### src/rtl/vic_pkg.sv
package vic_pkg;
   localparam int NSRC = 4;

   // bit positions in the pending vector
   typedef enum logic [1:0] {
      SRC_TXE = 2'd0,
      SRC_EXT = 2'd1,
      SRC_RXC = 2'd2,
      SRC_SPC = 2'd3
   } src_e;

   typedef enum logic [1:0] {
      RXI_OFF   = 2'b00,
      RXI_FIRST = 2'b01,
      RXI_ALL   = 2'b10,
      RXI_ALLB  = 2'b11
   } rxi_e;

   typedef struct packed {
      logic mie;
      logic vis;
      logic txe_en;
      logic ext_en;
      rxi_e rxm;
   } cfg_t;

   // status code placed into the vector: leading one, then the source index
   function automatic logic [2:0] src_code(src_e s);
      return {1'b1, s};
   endfunction
endpackage

### src/rtl/vic_pend_cell.sv
module vic_pend_cell (
   input  logic clk,
   input  logic rst_n,
   input  logic set,
   input  logic clr,
   output logic q
);
   // a fresh event wins over a clear in the same cycle
   always_ff @(posedge clk or negedge rst_n) begin
      if (!rst_n)   q <= 1'b0;
      else if (set) q <= 1'b1;
      else if (clr) q <= 1'b0;
   end
endmodule

### src/rtl/vic_prio.sv
module vic_prio
   import vic_pkg::*;
#(
   parameter int N = NSRC
) (
   input  logic [N-1:0] req,
   output logic         any,
   output src_e         top
);
   if (N != 4) begin : g_bad_n
      $error("vic_prio supports exactly four sources");
   end

   // lowest priority first; later entries override earlier ones
   localparam src_e ORDER [N] = '{SRC_EXT, SRC_TXE, SRC_RXC, SRC_SPC};

   always_comb begin
      top = SRC_EXT;
      for (int i = 0; i < N; i++) begin
         if (req[ORDER[i]]) top = ORDER[i];
      end
      any = |req;
   end
endmodule

### src/rtl/vic_vec_fmt.sv
module vic_vec_fmt
   import vic_pkg::*;
#(
   parameter int VEC_W     = 8,
   parameter bit STAT_HIGH = 1'b0
) (
   input  logic [VEC_W-1:0] base,
   input  logic             vis,
   input  logic             any,
   input  src_e             top,
   output logic [VEC_W-1:0] vec
);
   localparam int CODE_W   = 3;
   localparam int CODE_LSB = STAT_HIGH ? (VEC_W - 1 - CODE_W) : 1;

   if (VEC_W < 8) begin : g_bad_w
      $error("vic_vec_fmt needs at least an 8-bit vector");
   end

   logic [CODE_W-1:0] code;
   logic [VEC_W-1:0]  mask;
   logic [VEC_W-1:0]  ins;

   assign code = src_code(top);

   if (STAT_HIGH) begin : g_high
      assign mask = {{(VEC_W-CODE_LSB-CODE_W){1'b0}}, {CODE_W{1'b1}}, {CODE_LSB{1'b0}}};
      assign ins  = {{(VEC_W-CODE_LSB-CODE_W){1'b0}}, code, {CODE_LSB{1'b0}}};
   end else begin : g_low
      assign mask = {{(VEC_W-CODE_W-1){1'b0}}, {CODE_W{1'b1}}, 1'b0};
      assign ins  = {{(VEC_W-CODE_W-1){1'b0}}, code, 1'b0};
   end

   always_comb begin
      if (vis && any) vec = (base & ~mask) | ins;
      else            vec = base;
   end
endmodule

### src/rtl/vec_irq_ctrl.sv
module vec_irq_ctrl
   import vic_pkg::*;
#(
   parameter int               VEC_W     = 8,
   parameter bit               STAT_HIGH = 1'b0,
   parameter logic [VEC_W-1:0] BASE_RST  = '0
) (
   input  logic             clk,
   input  logic             rst_n,
   input  logic             ev_txe,
   input  logic             ev_ext,
   input  logic             ev_rxc,
   input  logic             ev_spc,
   input  logic             rx_take,
   input  logic             rx_rearm,
   input  logic             cfg_wr,
   input  logic             cfg_mie,
   input  logic             cfg_vis,
   input  logic             cfg_txe_en,
   input  logic             cfg_ext_en,
   input  logic [1:0]       cfg_rx_mode,
   input  logic [VEC_W-1:0] cfg_base,
   input  logic             iack,
   input  logic             irq_clr,
   output logic             irq,
   output logic [VEC_W-1:0] vec,
   output logic [NSRC-1:0]  pend,
   output logic             rx_avail
);
   cfg_t             cfg_q;
   logic [VEC_W-1:0] base_q;
   logic             armed_q;
   logic             rxav_q;
   logic             iack_q;
   src_e             serv_q;
   logic             serv_v;
   logic [VEC_W-1:0] vec_q;

   logic [NSRC-1:0]  set_v;
   logic [NSRC-1:0]  clr_v;
   logic             rx_first;
   logic             rx_all;
   logic             take_first;
   logic             any;
   src_e             top;
   logic             ack_rise;
   logic [VEC_W-1:0] vec_nx;

   // configuration register
   always_ff @(posedge clk or negedge rst_n) begin
      if (!rst_n) begin
         cfg_q  <= '{mie: 1'b0, vis: 1'b0, txe_en: 1'b0, ext_en: 1'b0, rxm: RXI_OFF};
         base_q <= BASE_RST;
      end else if (cfg_wr) begin
         cfg_q  <= '{mie: cfg_mie, vis: cfg_vis, txe_en: cfg_txe_en,
                     ext_en: cfg_ext_en, rxm: rxi_e'(cfg_rx_mode)};
         base_q <= cfg_base;
      end
   end

   // source gating
   assign rx_first   = (cfg_q.rxm == RXI_FIRST);
   assign rx_all     = cfg_q.rxm[1];
   assign take_first = ev_rxc & rx_first & armed_q;

   always_comb begin
      set_v          = '0;
      set_v[SRC_TXE] = ev_txe & cfg_q.txe_en;
      set_v[SRC_EXT] = ev_ext & cfg_q.ext_en;
      set_v[SRC_RXC] = (ev_rxc & rx_all) | take_first;
      set_v[SRC_SPC] = ev_spc & (cfg_q.rxm != RXI_OFF);
   end

   always_comb begin
      clr_v = '0;
      if (irq_clr && serv_v) clr_v[serv_q] = 1'b1;
   end

   for (genvar i = 0; i < NSRC; i++) begin : g_cell
      vic_pend_cell u_cell (
         .clk   (clk),
         .rst_n (rst_n),
         .set   (set_v[i]),
         .clr   (clr_v[i]),
         .q     (pend[i])
      );
   end

   // first-byte arming and byte-available status
   always_ff @(posedge clk or negedge rst_n) begin
      if (!rst_n) begin
         armed_q <= 1'b1;
         rxav_q  <= 1'b0;
      end else begin
         if (rx_rearm)        armed_q <= 1'b1;
         else if (take_first) armed_q <= 1'b0;
         if (ev_rxc)          rxav_q  <= 1'b1;
         else if (rx_take)    rxav_q  <= 1'b0;
      end
   end

   vic_prio #(.N(NSRC)) u_prio (
      .req (pend),
      .any (any),
      .top (top)
   );

   vic_vec_fmt #(.VEC_W(VEC_W), .STAT_HIGH(STAT_HIGH)) u_fmt (
      .base (base_q),
      .vis  (cfg_q.vis),
      .any  (any),
      .top  (top),
      .vec  (vec_nx)
   );

   // acknowledge capture and served-source tracking
   assign ack_rise = iack & ~iack_q;

   always_ff @(posedge clk or negedge rst_n) begin
      if (!rst_n) begin
         iack_q <= 1'b0;
         vec_q  <= '0;
         serv_q <= SRC_EXT;
         serv_v <= 1'b0;
      end else begin
         iack_q <= iack;
         if (ack_rise) begin
            vec_q  <= vec_nx;
            serv_q <= top;
            serv_v <= any;
         end else if (irq_clr) begin
            serv_v <= 1'b0;
         end
      end
   end

   assign irq      = cfg_q.mie & any;
   assign vec      = vec_q;
   assign rx_avail = rxav_q;
endmodule

### config.mk
export PLATFORM = sky130hd
export DESIGN_NAME = vec_irq_ctrl
export DESIGN_NICKNAME = d
export VERILOG_FILES = /design/src/rtl/vic_pkg.sv /design/src/rtl/vic_pend_cell.sv /design/src/rtl/vic_prio.sv /design/src/rtl/vic_vec_fmt.sv /design/src/rtl/vec_irq_ctrl.sv
export SDC_FILE = /design/constraint.sdc
export NUM_CORES = 1
export LEC_CHECK = 0
export CORE_ASPECT_RATIO = 0.6
export CORE_MARGIN = 1
export CORE_UTILIZATION = 34
export DETAILED_ROUTE_END_ITERATION = 10
export DONT_BUFFER_PORTS = 1
export PLACE_DENSITY = 0.54
export SYNTH_ARGS = -nofsm -noshare
export SYNTH_HDL_FRONTEND = slang
export SYNTH_HIERARCHICAL = 1
export SYNTH_SLANG_ARGS = --single-unit
### constraint.sdc
create_clock -name clk -period 3.6 [get_ports clk]
set_clock_uncertainty 0.15 [all_clocks]
set_input_delay 0.18 -clock clk [delete_from_list [all_inputs] [get_ports clk]]
set_output_delay 0.18 -clock clk [all_outputs]
set_load 0.02 [all_outputs]
---- Word-level counts from Yosys, hierarchy flattened ----
Index checks and enable logic that the tools add are counted.
storage, ports and cells
  output and inout port bits .............. 14
  logic and storage cells ................. 63
  input bits .............................. 25
  memory bits (read-only) ................. 0
  memories kept ........................... 0
  register bits ........................... 32
  bits in latches ......................... 0
  memory bits (writable) .................. 0
cells by class
  bitwise gates (word level) .............. 11
  multiplexer cells ....................... 21
  div/mod/pow operators ................... 0
  $mul .................................... 0
  shift-type cells ........................ 0
  $lt $le $gt $ge ......................... 2
  add/sub/neg operators ................... 0
  eq/ne operators ......................... 1
  reduce and logical (&&, ||, !) cells .... 12
operators by type and width
  kind                                                                   number
  1-bit two-way mux                                                      16
  2-bit nonzero test                                                     8
  1-bit bitwise AND                                                      8
  8-bit two-way mux                                                      1
  8-bit by 4-bit OR with 8-bit output                                    1
  2-bit two-way mux                                                      2
  4-bit two-way mux                                                      1
  4-bit OR reduction                                                     1
  1-bit logical AND                                                      3
  2-bit by 3-bit < comparator with 1-bit output, second input constant   1
  1-bit demux with 2-bit select                                          1
  2-bit by 1-bit equality test with 1-bit output, second input constant  1
  2-bit by 1-bit >= comparator with 1-bit output, second input constant  1
  1-bit inverter                                                         1
  1-bit OR                                                               1

---- Longest topological paths before layout ----
Gate-level depths: netlist (run 1).
  word-level depth ........................ 7
  depth in mapped cells ................... 4
  depth with buffers taken out ............ 4

---- Cells and area by module ----
The synthesis (run 1) kept the hierarchy.
by module, submodules not included
  module         sequential area each (um^2)  cells an instance  instances  area an instance (um^2)
  vec_irq_ctrl   703.2                        74                 1          1158.6
  vic_pend_cell  25.0                         3                  4          36.3
  vic_vec_fmt    0.0                          9                  1          81.3
  vic_prio       0.0                          3                  1          21.3

---- Worst setup path before layout (run 1) ----
OpenSTA, ideal clock, no wires.
  path type ............................... reg2reg
  from .................................... register g_cell[3].u_cell.q
  to ...................................... register vec_q[1] (netlist: vec[1])
  setup time .............................. 0.125 ns
  path slack .............................. 1.637 ns
  stages on the path, launching flop included .. 5
  arrival ................................. 1.688 ns
  required time ........................... 3.325 ns
  cells stage by stage .................... dfrtp_1 or4_1 nand2_2 mux2_4 mux2_4
on the way
  word-level cells in the longest chain between the ends .. 3
  elaborated cells between the ends (all ways) .. 5
  those cells by class .................... 2 x mux; 1 x bitwise; 2 x reduce/logical
ends and longest elaborated chain
  element                   line                 source
  start: declaration        vic_pend_cell.sv:6   output logic q
  start signal: assignment  vic_pend_cell.sv:10  if (!rst_n) q <= 1'b0;
  start signal: assignment  vic_pend_cell.sv:11  else if (set) q <= 1'b1;
  start signal: assignment  vic_pend_cell.sv:12  else if (clr) q <= 1'b0;
  4-bit OR reduction        vic_prio.sv:22       any = |req;
  via any                   vec_irq_ctrl.sv:44   logic any;
  1-bit logical AND         vic_vec_fmt.sv:35    if (vis && any) vec = (base & ~mask) | ins;
  8-bit two-way mux         vic_vec_fmt.sv:35
  via vec_nx[1]             vec_irq_ctrl.sv:47   logic [VEC_W-1:0] vec_nx;
  end signal: assignment    vec_irq_ctrl.sv:128  vec_q <= vec_nx;
  end: declaration          vec_irq_ctrl.sv:37   logic [VEC_W-1:0] vec_q;
The timed path passes the listed nets, and every way through them passes these cells.
A chain may end at the register's enable or synchronous reset.

---- Worst setup path after layout (run 1) ----
  from .................................... register g_cell[3].u_cell.q
  to ...................................... register vec_q[2] (netlist: vec[2])
Same word-level chain as after synthesis.

==> impl_metrics.py, run 1 <==
metrics = {
    "status": {
        "status": "finished, final reports clean",
    },
    "setup_path": {
        "worst_ep_arrival_time_ps": 2070,
        "r2r_end": "vec[2]",
        "r2r_start": "g_cell[3].u_cell/q",
        "required_ps": 3620,
        "ff2ff_path_depth": 4,
        "endpoint_kind": "flip-flop",
        "critPathMaxFanout": 5,
        "slowest_stage": "or4_1",
        "cpMostUsedCell": "mux2_4",
        "crit_start": "g_cell[3].u_cell/q",
        "r2r_setup_slack_ps": 1550,
        "cp_cell_sequence": "or4_1, nand2_2, mux2_4, mux2_4",
        "cp_slowest_stage_delay_ps": 630,
        "critPathKind": "reg2reg",
        "start_kind": "flip-flop",
    },
    "cts": {
        "cts_hold_buf": 38,
        "insertion_delay_ps": 280,
        "cts_tree": "yes",
        "cts-htree-levels": 2,
        "path_clk_slew_ps": 70,
        "clock_path_buffers": 2,
        "clock_sinks": 32,
        "postCtsSetupBuffers": 0,
        "cts_root_buf": "clkbuf_8",
        "cts-resized-gates": 0,
        "cts_inserted_buffers": 5,
    },
    "yosys": {
        "ys_ff_latch": 32,
        "synth_xor_area_frac": 0,
        "synthSimpleGateAreaFrac": 0.0756,
        "synthAdderAreaFrac": 0,
        "synth_edf_count": 0,
        "syn_area_sq_mm": 0.00141,
        "ys.flop_type": "dfrtp_1",
        "synthCells": 98,
        "synthMuxAreaShare": 0.248,
        "synth-compound-area-share": 0.0463,
        "yosys.area.top_type": "dfrtp_1",
        "synth.avg_cell_area_sq_um": 14.4,
        "synth_most_common_cell": "dfrtp_1",
        "yosys_warnings": 6,
        "synth_nets": 123,
        "ys_async_sr_fraction": 1.00,
        "yosysSeqAreaShare": 0.571,
        "yosysTopAreaCellShare": 0.534,
        "synth_top_family_by_area": "multiplexers",
        "yosysUniqueCellTypes": 23,
        "synthTopCellsByCount": "dfrtp_1 (30), mux2_2 (15), mux2_4 (12), a21o_1 (6), inv_1 (6)",
        "ys_top_cells_by_area": "dfrtp_1 (53%), mux2_4 (13%), mux2_2 (12%), dfstp_2 (3.7%), a21o_1 (3.2%)",
    },
    "finish": {
        "regArea_sq_um": 803,
        "drive_gt1_frac": 0.285,
        "finalInstanceArea_sq_mm": 0.00190,
        "antenna_cells": 0,
        "fillers": 346,
        "fin_util": 0.498,
        "multi_input_area_sq_um": 520,
        "nets": 161,
        "area_growth_pct": 34.8,
    },
    "floorplanning": {
        "ioPinCount": 39,
        "die_x_microns": 85.0,
        "start_util": 0.369,
        "die_h_microns": 51.8,
        "floorplan.rows": 17,
        "fp.dieArea_sq_mm": 0.00441,
        "core_sq_mm": 0.00381,
    },
    "placement": {
        "portBuffers": 0,
        "place_area_sq_mm": 0.00141,
        "place_congestion": 0.645,
        "dp_hpwl_mm": 1.74,
    },
    "global_routing": {
        "grt_pass1_wl_mm": 4.55,
        "grt_max_degree": 33,
        "first_global_vias": 941,
        "gr-total-overflow": 0,
        "grt_usage": 0.144,
        "antenna_found_initial": 0,
    },
    "sta": {
        "setup_viol": 0,
        "finalCritPeriodShare": 0.571,
        "clock.fmax_mhz": 487,
        "whs_ps": 37.5,
        "rsz0062_at_grt": "false",
        "hold_viol": 0,
        "slew_viol_final": 0,
        "relSlewSlack": 0.689,
        "setup_tns_ps": 0,
        "worst_pin_slew_ps": 465,
        "finalCriticalPeriod_ps": 2050,
    },
    "detailed_routing": {
        "drcViolationCount": 0,
        "ant_nets": 0,
        "routed_via_density": 4.72,
        "vias": 868,
        "drt-initial-drc-count": 26,
        "wl_mm": 2.71,
        "wl_per_cell_microns": 14.7,
        "drt_pre_antenna_iters": 3,
    },
    "pwr": {
        "clkPwrFrac": 0.335,
        "intPower_uw": 679,
        "power.leakage_uw": 0.000802,
        "p_sw_frac": 0.253,
        "power_uw": 909,
        "p_comb_frac": 0.151,
        "vdd_drop_max_mv": 0.220,
        "p_switching_uw": 230,
        "seq_power_share": 0.514,
        "p_per_area_mw_per_mm2": 479,
    },
    "min_path": {
        "holdPathEnd": "g_cell[2].u_cell/q",
        "min_path_cells": 2,
        "hp-start": "ev_rxc",
        "holdCritPathClass": "in2reg",
    },
    "flow_run": {
        "drv_cap": 0,
    },
}
sequential cells by signal (all words and copies together), names as in the netlist:
register         flops
armed_q              1
base_q               8
cfg_q                6
g_cell.u_cell/q      4
iack_q               1
rx_avail             1
serv_q               2
serv_v               1
vec                  8
through the flow:
| stage | worst slack, ps | std cells |
|---|---|---|
| 2_1_floorplan | 1640 | 98 |
| 3_3_place_gp | 1550 | 138 |
| 3_5_place_dp | 1530 | 138 |
| 4_1_cts | 1520 | 184 |
| 5_1_grt | 1490 | 184 |
| 6_report | 1550 | 184 |
kinds of logic after synthesis:
| kind of cell | after synthesis |
|---|---|
| AOI/OAI and AO/OA | 9 |
| buffers and inverters | 13 |
| DFF | 32 |
| muxes | 27 |
| and+or+nand+nor | 17 |
critical path: cells and delay by family, from the launching register on:
family           cells  cell delay, ps
muxes                2             550
and+or+nand+nor      2             760
DFF                  1             480
placed cells by master (no fill, tap or decap), drive strengths merged:
cell,Yosys,routed
clkbuf,0,8
a21o,6,6
inv,6,6
o21a,1,1
and2,3,3
a21oi,1,1
or2b,1,1
nand3b,1,1
nor3,2,2
nand2,2,2
dfstp,2,2
or4,1,1
nor2b,3,3
mux2,27,27
dfrtp,30,30
or2,1,1
nand3,1,1
buf,7,1
dlygate4sd3,0,37
nor2,2,2
o21bai,1,1
area by class of cell:
cell class / instances / area share
Sequential cell: 32 / 0.424
Clock buffer: 8 / 0.0528
Timing Repair Buffer: 38 / 0.206
Multi-Input combinational cell: 53 / 0.275
Tap cell: 47 / 0.0310
Inverter: 6 / 0.0119
power groups by stage:
stage	Combinational (uW)	Clock, uW	Sequential (uW)
2_1_floorplan	88.6	0	464
3_3_place_gp	83.4	0	473
3_5_place_dp	86.0	0	473
4_1_cts	138	314	467
5_1_grt	150	340	473
6_report	138	304	467
routing by layer:
metal,track usage,routed length [microns]
met1,0.187,1340
met2,0.210,1140
met3,0.0667,215
met4,0.0508,16
met5,0,0
worst max path at each step:
| stage | end | slack [ps] | cells after the start |
|---|---|---|---|
| after floorplan | vec[1] | 1640 | 4 |
| after global placement | vec[2] | 1550 | 4 |
| after detailed placement | vec[2] | 1530 | 4 |
| after CTS | vec[2] | 1520 | 4 |
| after global routing | vec[2] | 1490 | 4 |
| final | vec[2] | 1550 | 4 |
(Power assumes the default switching activity.)
==> run 2: changes to the inputs <==
--- a/config.mk
+++ b/config.mk
@@ -10,7 +10,7 @@
 export CORE_UTILIZATION = 34
 export DETAILED_ROUTE_END_ITERATION = 10
 export DONT_BUFFER_PORTS = 1
-export PLACE_DENSITY = 0.54
+export PLACE_DENSITY = 0.56
 export SYNTH_ARGS = -nofsm -noshare
 export SYNTH_HDL_FRONTEND = slang
 export SYNTH_HIERARCHICAL = 1
==> constraint.sdc (replaced) <==
create_clock -name clk -period 1.8 [get_ports clk]
set_clock_uncertainty 0.15 [all_clocks]
set_input_delay 0.09 -clock clk [delete_from_list [all_inputs] [get_ports clk]]
set_output_delay 0.09 -clock clk [all_outputs]
set_load 0.02 [all_outputs]
==> run 2 against run 1 <==
Compared with the run above:
- the flow now finishes with violations (negative setup slack)
- design area up 4.0%
- cell count up 4.3%
- global-route usage up 1.1 points
- register-to-register slack worse by 1600 ps
- clock power up 88%
- total power up 99%
- flip-flop and latch count unchanged
- non-clock buffer count up 8
- sequential share of layout area down 1.5 points
- core utilization up 2.0 points
- hold slack better by 39 ps
- combinational power up 130%
- largest cell class unchanged
- highest routed layer unchanged
==> impl_metrics.py, run 2 (same netlist as run 1, synthesis figures left out) <==
metrics = {
    "pwr": {
        "power_uw": 1810,
        "p_per_area_mw_per_mm2": 919,
        "vdd_drop_max_mv": 0.369,
        "power.leakage_uw": 0.000831,
    },
    "status": {
        "violations": "negative setup slack",
        "status": "finished with violations",
    },
    "detailed_routing": {
        "wl_per_cell_microns": 15.3,
        "vias": 896,
        "ant_nets": 0,
        "drt_pre_antenna_iters": 2,
        "routed_via_density": 4.67,
        "drt-initial-drc-count": 8,
        "wl_mm": 2.94,
        "drcViolationCount": 0,
    },
    "flow_run": {
        "drv_cap": 0,
    },
    "sta": {
        "finalCritPeriodShare": 1.04,
        "clock.fmax_mhz": 536,
        "setup_viol": 2,
        "relSlewSlack": 0.681,
        "rsz0062_at_grt": "true",
        "slew_viol_final": 0,
        "worst_pin_slew_ps": 478,
        "finalCriticalPeriod_ps": 1860,
        "setup_ws_ps": -64.4,
        "hold_viol": 0,
    },
    "setup_path": {
        "r2r_end": "vec[1]",
        "ff2ff_path_depth": 4,
        "r2r_setup_slack_ps": -60,
        "critPathMaxFanout": 3,
        "required_ps": 1820,
        "worst_ep_arrival_time_ps": 1880,
        "endpoint_kind": "flip-flop",
        "r2r_start": "g_cell[3].u_cell/q",
        "start_kind": "flip-flop",
        "critPathKind": "reg2reg",
    },
    "min_path": {
        "hp-start": "iack",
        "holdPathEnd": "serv_q[0]",
        "holdCritPathClass": "in2reg",
        "min_path_cells": 2,
    },
    "cts": {
        "clock_path_buffers": 2,
        "cts-htree-levels": 2,
        "cts_tree": "yes",
        "path_clk_slew_ps": 70,
        "cts_root_buf": "clkbuf_8",
        "insertion_delay_ps": 280,
        "clock_sinks": 32,
        "cts_inserted_buffers": 5,
    },
    "placement": {
        "dp_hpwl_mm": 1.82,
        "portBuffers": 0,
        "place_area_sq_mm": 0.00145,
        "place_ws_ps": -57.9,
        "place_congestion": 0.767,
    },
    "global_routing": {
        "grt_max_degree": 33,
        "antenna_found_initial": 0,
        "grt_pass1_wl_mm": 4.77,
        "grt_usage": 0.155,
        "first_global_vias": 939,
        "gr-total-overflow": 0,
    },
    "finish": {
        "area_growth_pct": 40.2,
        "drive_gt1_frac": 0.345,
        "final_cell_mix": "dlygate4sd3_1 (39), dfrtp_1 (28), mux2_2 (15)",
        "antenna_cells": 0,
        "fillers": 344,
        "fin_util": 0.518,
        "nets": 169,
        "finalInstanceArea_sq_mm": 0.00197,
        "layout_commonest_cell": "dlygate4sd3_1",
    },
    "floorplanning": {
        "start_util": 0.369,
        "die_x_microns": 85.0,
        "fp.dieArea_sq_mm": 0.00441,
        "floorplan.rows": 17,
        "die_h_microns": 51.8,
        "core_sq_mm": 0.00381,
        "ioPinCount": 39,
    },
}
==> run 2: cell count changes in the layout (fill, tap and decap cells not counted), sizes merged <==
cell,change
dlygate4sd3,+2
buf,+6
==> run 2: repair_timing <==
| item | in CTS | in global routing |
|---|---|---|
| endpoints found under the setup margin | 3 | 6 |
| buffers inserted | 0 | 1 |
| gates resized for setup | 2 | 2 |
| hold buffers | 41 | 1 |
| pin swaps | 0 | 3 |
| endpoints found under the hold margin | 54 | 1 |
==> run 2: per-stage QoR <==
step,setup TNS (ps),hold slack (ps),cells
final,-115,76.1,192
after global placement,-56.9,-355,143
after detailed placement,-102,-355,143
after global routing,-247,71.6,192
after CTS,-130,75.3,192
after floorplan,-246,-356,98
==> run 2: how the worst max path moves through the flow <==
stage,cells after the start,startpoint,slack (ps),to
after floorplan,4,g_cell[3].u_cell/q,-110,vec[1]
after global placement,4,g_cell[3].u_cell/q,-30,vec[1]
after detailed placement,4,g_cell[3].u_cell/q,-60,vec[1]
after CTS,4,g_cell[3].u_cell/q,-70,vec[1]
after global routing,4,g_cell[3].u_cell/q,-100,vec[1]
final,4,g_cell[3].u_cell/q,-60,vec[1]
==> run 2: metal layers <==
metal / track usage / part of all wire
met5: 0 / 0
met2: 0.243 / 0.46
met3: 0.0683 / 0.081
met4: 0.0763 / 0.012
met1: 0.183 / 0.45
==> run 2: final cells by class <==
class                           instances  area, sq um  area share
Multi-Input combinational cell         53          539       0.273
Inverter                                6         22.5      0.0114
Tap cell                               47         58.8      0.0298
Timing Repair Buffer                   46          455       0.231
Clock buffer                            8         90.1      0.0457
Sequential cell                        32          806       0.409
==> run 2: report_power, final <==
part / total, uW / switching (uW) / internal (uW)
clock: 572 / 260 / 312
combinational: 315 / 100 / 215
sequential: 925 / 112 / 813
==> run 2: critical path: stages, from the launching register on <==
cell,delay (ps)
dfrtp_2,400
or4_4,550
nand2_4,90
mux2_4,300
mux2_4,250
